[config.mk]
export PLATFORM = sky130hd
export DESIGN_NAME = lsu_ea_gen
export DESIGN_NICKNAME = d
export VERILOG_FILES = /design/src/rtl/lsu_ea_pkg.sv /design/src/rtl/lsu_ea_scale.sv /design/src/rtl/lsu_ea_calc.sv /design/src/rtl/lsu_ea_align.sv /design/src/rtl/lsu_ea_gen.sv
export SDC_FILE = /design/constraint.sdc
export NUM_CORES = 1
export LEC_CHECK = 0
export BUFFER_PORTS_ARGS = -buffer_cell sky130_fd_sc_hd__buf_2
export CORE_MARGIN = 3
export CORE_UTILIZATION = 25
export CTS_CLUSTER_DIAMETER = 200
export DETAILED_ROUTE_END_ITERATION = 10
export PLACE_DENSITY = 0.55
export SYNTH_ARGS = -nofsm -noshare
export SYNTH_HDL_FRONTEND = slang
export SYNTH_SLANG_ARGS = --single-unit
[constraint.sdc]
create_clock -name clk -period 11.2 [get_ports clk]
set_clock_uncertainty 0.15 [all_clocks]
set_input_delay 1.12 -clock clk [delete_from_list [all_inputs] [get_ports clk]]
set_output_delay 1.12 -clock clk [all_outputs]
set_load 0.02 [all_outputs]
[src/rtl/lsu_ea_pkg.sv]
package lsu_ea_pkg;

    typedef enum logic [2:0] {
        AM_DIRECT   = 3'd0,
        AM_INDIRECT = 3'd1,
        AM_POSTINC  = 3'd2,
        AM_PREDEC   = 3'd3,
        AM_DISP     = 3'd4
    } addr_mode_e;

    typedef enum logic [1:0] {
        SZ_BYTE = 2'b00,
        SZ_WORD = 2'b01,
        SZ_LONG = 2'b10,
        SZ_RSVD = 2'b11
    } op_size_e;

    typedef enum logic {
        ST_IDLE = 1'b0,
        ST_SHOW = 1'b1
    } ea_state_e;

endpackage

[src/rtl/lsu_ea_scale.sv]
// Size-dependent step and scaled displacement.
module lsu_ea_scale #(
    parameter int AW     = 32,
    parameter int DISP_W = 4
) (
    input  logic [1:0]        size,
    input  logic [DISP_W-1:0] disp,
    output logic [AW-1:0]     step,
    output logic [AW-1:0]     offset,
    output logic              size_ok
);
    import lsu_ea_pkg::*;

    localparam int PAD_W = AW - DISP_W;

    logic [AW-1:0] disp_zx;

    assign disp_zx = {{PAD_W{1'b0}}, disp};
    assign size_ok = (size != SZ_RSVD);

    always_comb begin
        step   = '0;
        offset = '0;
        if (size_ok) begin
            step   = AW'(1) << size;
            offset = disp_zx << size;
        end
    end
endmodule

[src/rtl/lsu_ea_calc.sv]
// Mode decode and address arithmetic.
module lsu_ea_calc #(
    parameter int AW = 32
) (
    input  logic [2:0]    mode,
    input  logic          size_ok,
    input  logic [AW-1:0] base,
    input  logic [AW-1:0] step,
    input  logic [AW-1:0] offset,
    output logic [AW-1:0] ea,
    output logic [AW-1:0] wb_data,
    output logic          mem_valid,
    output logic          wb_en,
    output logic          err
);
    import lsu_ea_pkg::*;

    logic mode_ok;

    assign mode_ok = (mode <= 3'(AM_DISP));
    assign err     = !(mode_ok && size_ok);

    always_comb begin
        ea        = '0;
        wb_data   = '0;
        mem_valid = 1'b0;
        wb_en     = 1'b0;
        if (!err) begin
            unique case (addr_mode_e'(mode))
                AM_DIRECT: begin
                end
                AM_INDIRECT: begin
                    ea        = base;
                    mem_valid = 1'b1;
                end
                AM_POSTINC: begin
                    ea        = base;
                    wb_data   = base + step;
                    mem_valid = 1'b1;
                    wb_en     = 1'b1;
                end
                AM_PREDEC: begin
                    ea        = base - step;
                    wb_data   = base - step;
                    mem_valid = 1'b1;
                    wb_en     = 1'b1;
                end
                AM_DISP: begin
                    ea        = base + offset;
                    mem_valid = 1'b1;
                end
                default: begin
                end
            endcase
        end
    end

    always_comb begin
        AST_WB_IMPLIES_ACCESS: assert (!wb_en || mem_valid);
    end
endmodule

[src/rtl/lsu_ea_align.sv]
// Alignment check of the computed address against the operand size.
module lsu_ea_align #(
    parameter int AW = 32
) (
    input  logic [1:0]    size,
    input  logic          mem_valid,
    input  logic [AW-1:0] ea,
    output logic          misaligned
);
    import lsu_ea_pkg::*;

    always_comb begin
        misaligned = 1'b0;
        if (mem_valid) begin
            unique case (op_size_e'(size))
                SZ_BYTE: misaligned = 1'b0;
                SZ_WORD: misaligned = ea[0];
                SZ_LONG: misaligned = |ea[1:0];
                default: misaligned = 1'b0;
            endcase
        end
    end
endmodule

[src/rtl/lsu_ea_gen.sv]
// Top: input capture, result state machine and output registers.
module lsu_ea_gen #(
    parameter int AW     = 32,
    parameter int DISP_W = 4
) (
    input  logic              clk,
    input  logic              rst_n,
    input  logic              in_valid,
    input  logic [2:0]        mode,
    input  logic [1:0]        size,
    input  logic [AW-1:0]     base,
    input  logic [DISP_W-1:0] disp,
    output logic              out_valid,
    output logic [AW-1:0]     ea,
    output logic              mem_valid,
    output logic              wb_en,
    output logic [AW-1:0]     wb_data,
    output logic              misaligned,
    output logic              err
);
    import lsu_ea_pkg::*;

    ea_state_e     state_q, state_d;
    logic [AW-1:0] step_c, offset_c, ea_c, wb_data_c;
    logic          size_ok_c, mem_c, wb_c, err_c, mis_c;

    lsu_ea_scale #(.AW(AW), .DISP_W(DISP_W)) u_scale (
        .size    (size),
        .disp    (disp),
        .step    (step_c),
        .offset  (offset_c),
        .size_ok (size_ok_c)
    );

    lsu_ea_calc #(.AW(AW)) u_calc (
        .mode      (mode),
        .size_ok   (size_ok_c),
        .base      (base),
        .step      (step_c),
        .offset    (offset_c),
        .ea        (ea_c),
        .wb_data   (wb_data_c),
        .mem_valid (mem_c),
        .wb_en     (wb_c),
        .err       (err_c)
    );

    lsu_ea_align #(.AW(AW)) u_align (
        .size       (size),
        .mem_valid  (mem_c),
        .ea         (ea_c),
        .misaligned (mis_c)
    );

    // Next state: ACCEPT, STREAM, DRAIN
    always_comb begin
        state_d = state_q;
        unique case (state_q)
            ST_IDLE: state_d = in_valid ? ST_SHOW : ST_IDLE;
            ST_SHOW: state_d = in_valid ? ST_SHOW : ST_IDLE;
            default: state_d = ST_IDLE;
        endcase
    end

    always_ff @(posedge clk) begin
        if (!rst_n) state_q <= ST_IDLE;
        else        state_q <= state_d;
    end

    // Output registers
    always_ff @(posedge clk) begin
        if (!rst_n) begin
            ea         <= '0;
            wb_data    <= '0;
            mem_valid  <= 1'b0;
            wb_en      <= 1'b0;
            misaligned <= 1'b0;
            err        <= 1'b0;
        end else if (in_valid) begin
            ea         <= ea_c;
            wb_data    <= wb_data_c;
            mem_valid  <= mem_c;
            wb_en      <= wb_c;
            misaligned <= mis_c;
            err        <= err_c;
        end else begin
            mem_valid  <= 1'b0;
            wb_en      <= 1'b0;
            misaligned <= 1'b0;
            err        <= 1'b0;
        end
    end

    assign out_valid = (state_q == ST_SHOW);

    AST_ONE_CYCLE_LATENCY: assert property (@(posedge clk) disable iff (!rst_n)
        in_valid |=> out_valid);
    AST_IDLE_AFTER_GAP: assert property (@(posedge clk) disable iff (!rst_n)
        !in_valid |=> !out_valid);
    AST_FLAGS_QUIET_IDLE: assert property (@(posedge clk) disable iff (!rst_n)
        !out_valid |-> !(mem_valid || wb_en || misaligned || err));
    AST_DIRECT_NO_ACCESS: assert property (@(posedge clk) disable iff (!rst_n)
        (in_valid && mode == 3'(AM_DIRECT) && size != 2'(SZ_RSVD))
        |=> (!mem_valid && !wb_en && !err));
    AST_POSTINC_STEP_LONG: assert property (@(posedge clk) disable iff (!rst_n)
        (in_valid && mode == 3'(AM_POSTINC) && size == 2'(SZ_LONG))
        |=> (wb_en && wb_data == ea + AW'(4)));
    AST_PREDEC_SAME_VALUE: assert property (@(posedge clk) disable iff (!rst_n)
        (in_valid && mode == 3'(AM_PREDEC) && size != 2'(SZ_RSVD))
        |=> (wb_en && wb_data == ea && ea == $past(base) - $past(step_c)));
    AST_BYTE_ALIGNED: assert property (@(posedge clk) disable iff (!rst_n)
        (in_valid && size == 2'(SZ_BYTE)) |=> !misaligned);
    AST_RESERVED_QUIET: assert property (@(posedge clk) disable iff (!rst_n)
        (in_valid && (size == 2'(SZ_RSVD) || mode > 3'(AM_DISP)))
        |=> (err && !mem_valid && !wb_en && !misaligned));
endmodule

==> results.md <==
* RSZ-0062 raised after global routing: false
* Setup TNS at 0 ns
* Crit. Startpoint: size[0]
* CP Launch Type: input port
* Clk Latency, worst-skew pair at ~0.34 ns
* Antenna Cells at 0
* Tmin final at around 5 ns
* Routed WL at between 20000 and 25000 um
* Syn Inst Count at approximately 750
* DR WL met2 at 9793 um
* Total GRT Usage at between 10% and 20%
* Number of I/O port buffers at between 100 and 150
* Clock root buffer: clkbuf_16
* Final setup viols at 0
* HP Class: flop to flop
* WP data required at between 10 and 15 ns
* Final worst path period share at between 40% and 50%
* Die H at between 150 and 200 um
* Least-Margin Pin Slew at 1.184 ns
* Top Metal Used: met5
* Synth top area share at between 20 and 25%
* WL per Instance at 20.95 um
* Layout Nets at 873
* Grt total ovfl at 0
* Vias at approximately 6.0k
* Clk sinks at between 60 and 70
* Largest fanout on the critical path at 13
* Slowest CP cell: a2111oi_1
* # fillers at ~2.3k
* Status: complete, no violations
* Synth Register Bits at 69
* Vias in the first global route at 5700
* Clk slew on worst S/H paths at 0.06 ns
* Setup crit end kind: flop
* Sequential fraction of the synthesis area at approximately a quarter
* Mean Syn Cell Area at between 7 and 8 sq um
* Netlist Area Pre-Place at roughly 5600 sq um
* DRC at 0
* Max-Cap Viols at 0
* WS Path Type: input port to flop
* Die extent in x at between 150 and 200 um
* Worst setup endpoint: ea[24]$_SDFFE_PN0P_
* HPWL Detailed at 16810 um
* TritonCTS clock tree: done
* Overall Power at a little under 0.7 mW
* Area leader, netlist: dfxtp_1
* Share of layout cells above drive strength 1 at between 10% and 20%
* Yosys warns at 0
* Slew headroom at between 20% and 30%
* Largest net degree at the start of global routing at 42
* Hold buffers post-CTS at 0
* First drt pass iteration count at 5
* Async set or reset register ratio after synthesis at 0%
* Area growth, synth to finish at 17.29%
* Library cells used by synthesis at 80
* Worst VDD drop at approximately 0.065 mV
* Worst-path cell chain: buf_2, ha_1, nor4b_1, ha_1, inv_1, fa_1, nand2b_1, a21o_1, a2111oi_1, a21oi_1, or4_1, a32o_1
* Achievable Freq at between 200 and 250 MHz
* Leakage Power at around 2.5 nW
* Worst R2R Start: ea[22]$_SDFFE_PN0P_
* FF-to-FF End: ea[22]$_SDFFE_PN0P_
* Cell mode on critical path: ha_1
* Global-route wire length before repair at between 30000 and 40000 um
* Clock Path Buffers at 2
* Final ANT Viol Nets at 0
* I/O pin count at around 110
* Row count at 54
* Post-synth EDFFs at 0
* Critical path's largest stage delay at about 1 ns
* Post-Syn Nets at ~800
* Wire length on met3 at between 1500 and 2000 um
* WP data arrival at approximately 5 ns
* Post-CTS Repair Setup Buffers at 0
* Reg2reg path depth at 3
* CTS H-tree depth at 3
* Ranking of synthesized cells by area: dfxtp_1 25%, xnor2_1 7.1%, o21ai_0 5.1%
* Cts bufs inserted at 9
* Initial core utilization at about a quarter
* RePlAce Congestion at around 0.94
* Flop2flop setup slack at between 10 and 15 ns
* Vias/cell at 5.514
* Most used flip-flop cell after synthesis: dfxtp_1
* Core area at roughly 22000 sq um
* Initial antenna violation count at 0
* Initial DRC Count at 542
* Pins Over Slew Limit at 0
* Most frequent cells in the layout: 112 x buf_2, 77 x nand2_1, 69 x dfxtp_1, 57 x o21ai_0, 53 x nor2_1
* PwrDens at about 100 nW/um^2
* CTS resizes at 0
* Die ar. at 24390 sq um
* Most common cell after layout, fill and taps aside: buf_2
* Met1 Wirelength at about 11000 um
* Fin Hold WS at slightly below 0.3 ns
* Final Hold Fails at 0
-- state kept, by name, indices dropped and copies added, names as in the netlist --
name and flops:
mem_valid 1, ea 32, err 1, wb_data 32, out_valid 1, misaligned 1, wb_en 1
-- kinds of logic (layout without fill, tap and decap cells) --
family | Yosys count | in the layout | share of synthesized area (%)
and+or+nand+nor | 281 | 281 | 26.52
AOI/OAI and AO/OA | 214 | 214 | 26.19
buffers and inverters | 90 | 154 | 6.414
DFF | 69 | 69 | 24.50
xor gates and xnor gates | 61 | 61 | 9.476
adders and majority gates | 22 | 22 | 5.282
muxes | 9 | 9 | 1.620
-- synthesized netlist by cell type, types with 6 or more instances --
cell / number
a21oi_1: 30
nand3_1: 21
xnor2_1: 46
o21ai_0: 58
nor4_1: 13
nand2_1: 77
nor2_1: 53
buf_2: 9
xor2_1: 15
a22o_1: 11
mux2i_1: 8
nand2b_1: 6
o211ai_1: 21
dfxtp_1: 69
or4_1: 7
or3_1: 8
inv_1: 20
a22oi_1: 11
nor3_1: 27
ha_1: 19
nand4_1: 15
nand3b_1: 8
buf_1: 8
and3_1: 7
clkbuf_1: 49
-- area by class of cell --
| cell class | count | area [sq um] | share of cell area, % |
|---|---|---|---|
| inverter | 21 | 78.83 | 1.192 |
| timing repair buffer | 119 | 613.1 | 9.272 |
| clock inverter | 2 | 35.03 | 0.5298 |
| multi-input combinational | 587 | 3908 | 59.09 |
| clock buffer | 12 | 246.5 | 3.728 |
| tap | 280 | 350.3 | 5.298 |
| sequential | 69 | 1381 | 20.89 |
-- critical path: cells and delay by family --
| family | cells | cell delay (ns) |
|---|---|---|
| AOI/OAI and AO/OA | 4 | 1.64 |
| and+or+nand+nor | 3 | 1.05 |
| adders and majority gates | 3 | 0.98 |
| buffers and inverters | 2 | 0.23 |
-- where the power goes --
| group | internal [mW] | total (mW) | switching [mW] |
|---|---|---|---|
| Clock | 0.176 | 0.286 | 0.110 |
| Combinational | 0.0489 | 0.148 | 0.0990 |
| Sequential | 0.253 | 0.257 | 0.00387 |
| Total | 0.477 | 0.690 | 0.213 |
-- stage by stage --
stage	setup WS, ns	instances	util (%)	instance area [sq um]
global route	6.030	1090	30.11	6613
global placement	6.118	1076	28.83	6331
finish	6.267	1090	30.11	6613
detailed placement	5.959	1076	28.83	6331
CTS	6.285	1090	30.11	6613
floorplan	6.868	746	-	5638
-- worst min-delay path by stage --
stage               depth (start not counted)                      from                  endpoint  slack, ns
global route                                2  wb_data[19]$_SDFFE_PN0P_  wb_data[19]$_SDFFE_PN0P_       0.33
CTS                                         2   wb_data[9]$_SDFFE_PN0P_   wb_data[9]$_SDFFE_PN0P_       0.30
floorplan                                   2  wb_data[11]$_SDFFE_PN0P_  wb_data[11]$_SDFFE_PN0P_       0.39
global placement                            2  wb_data[11]$_SDFFE_PN0P_  wb_data[11]$_SDFFE_PN0P_       0.28
detailed placement                          2   wb_data[9]$_SDFFE_PN0P_   wb_data[9]$_SDFFE_PN0P_       0.29
finish                                      2   wb_data[8]$_SDFFE_PN0P_   wb_data[8]$_SDFFE_PN0P_       0.29
-- per-layer routing --
layer	global-route usage, %	vias up
met5	1.587	-
met4	5.502	2
met3	3.745	26
met2	27.34	282
met1	26.67	2817
li1	-	2883
Power figures use the tool's default switching activity.
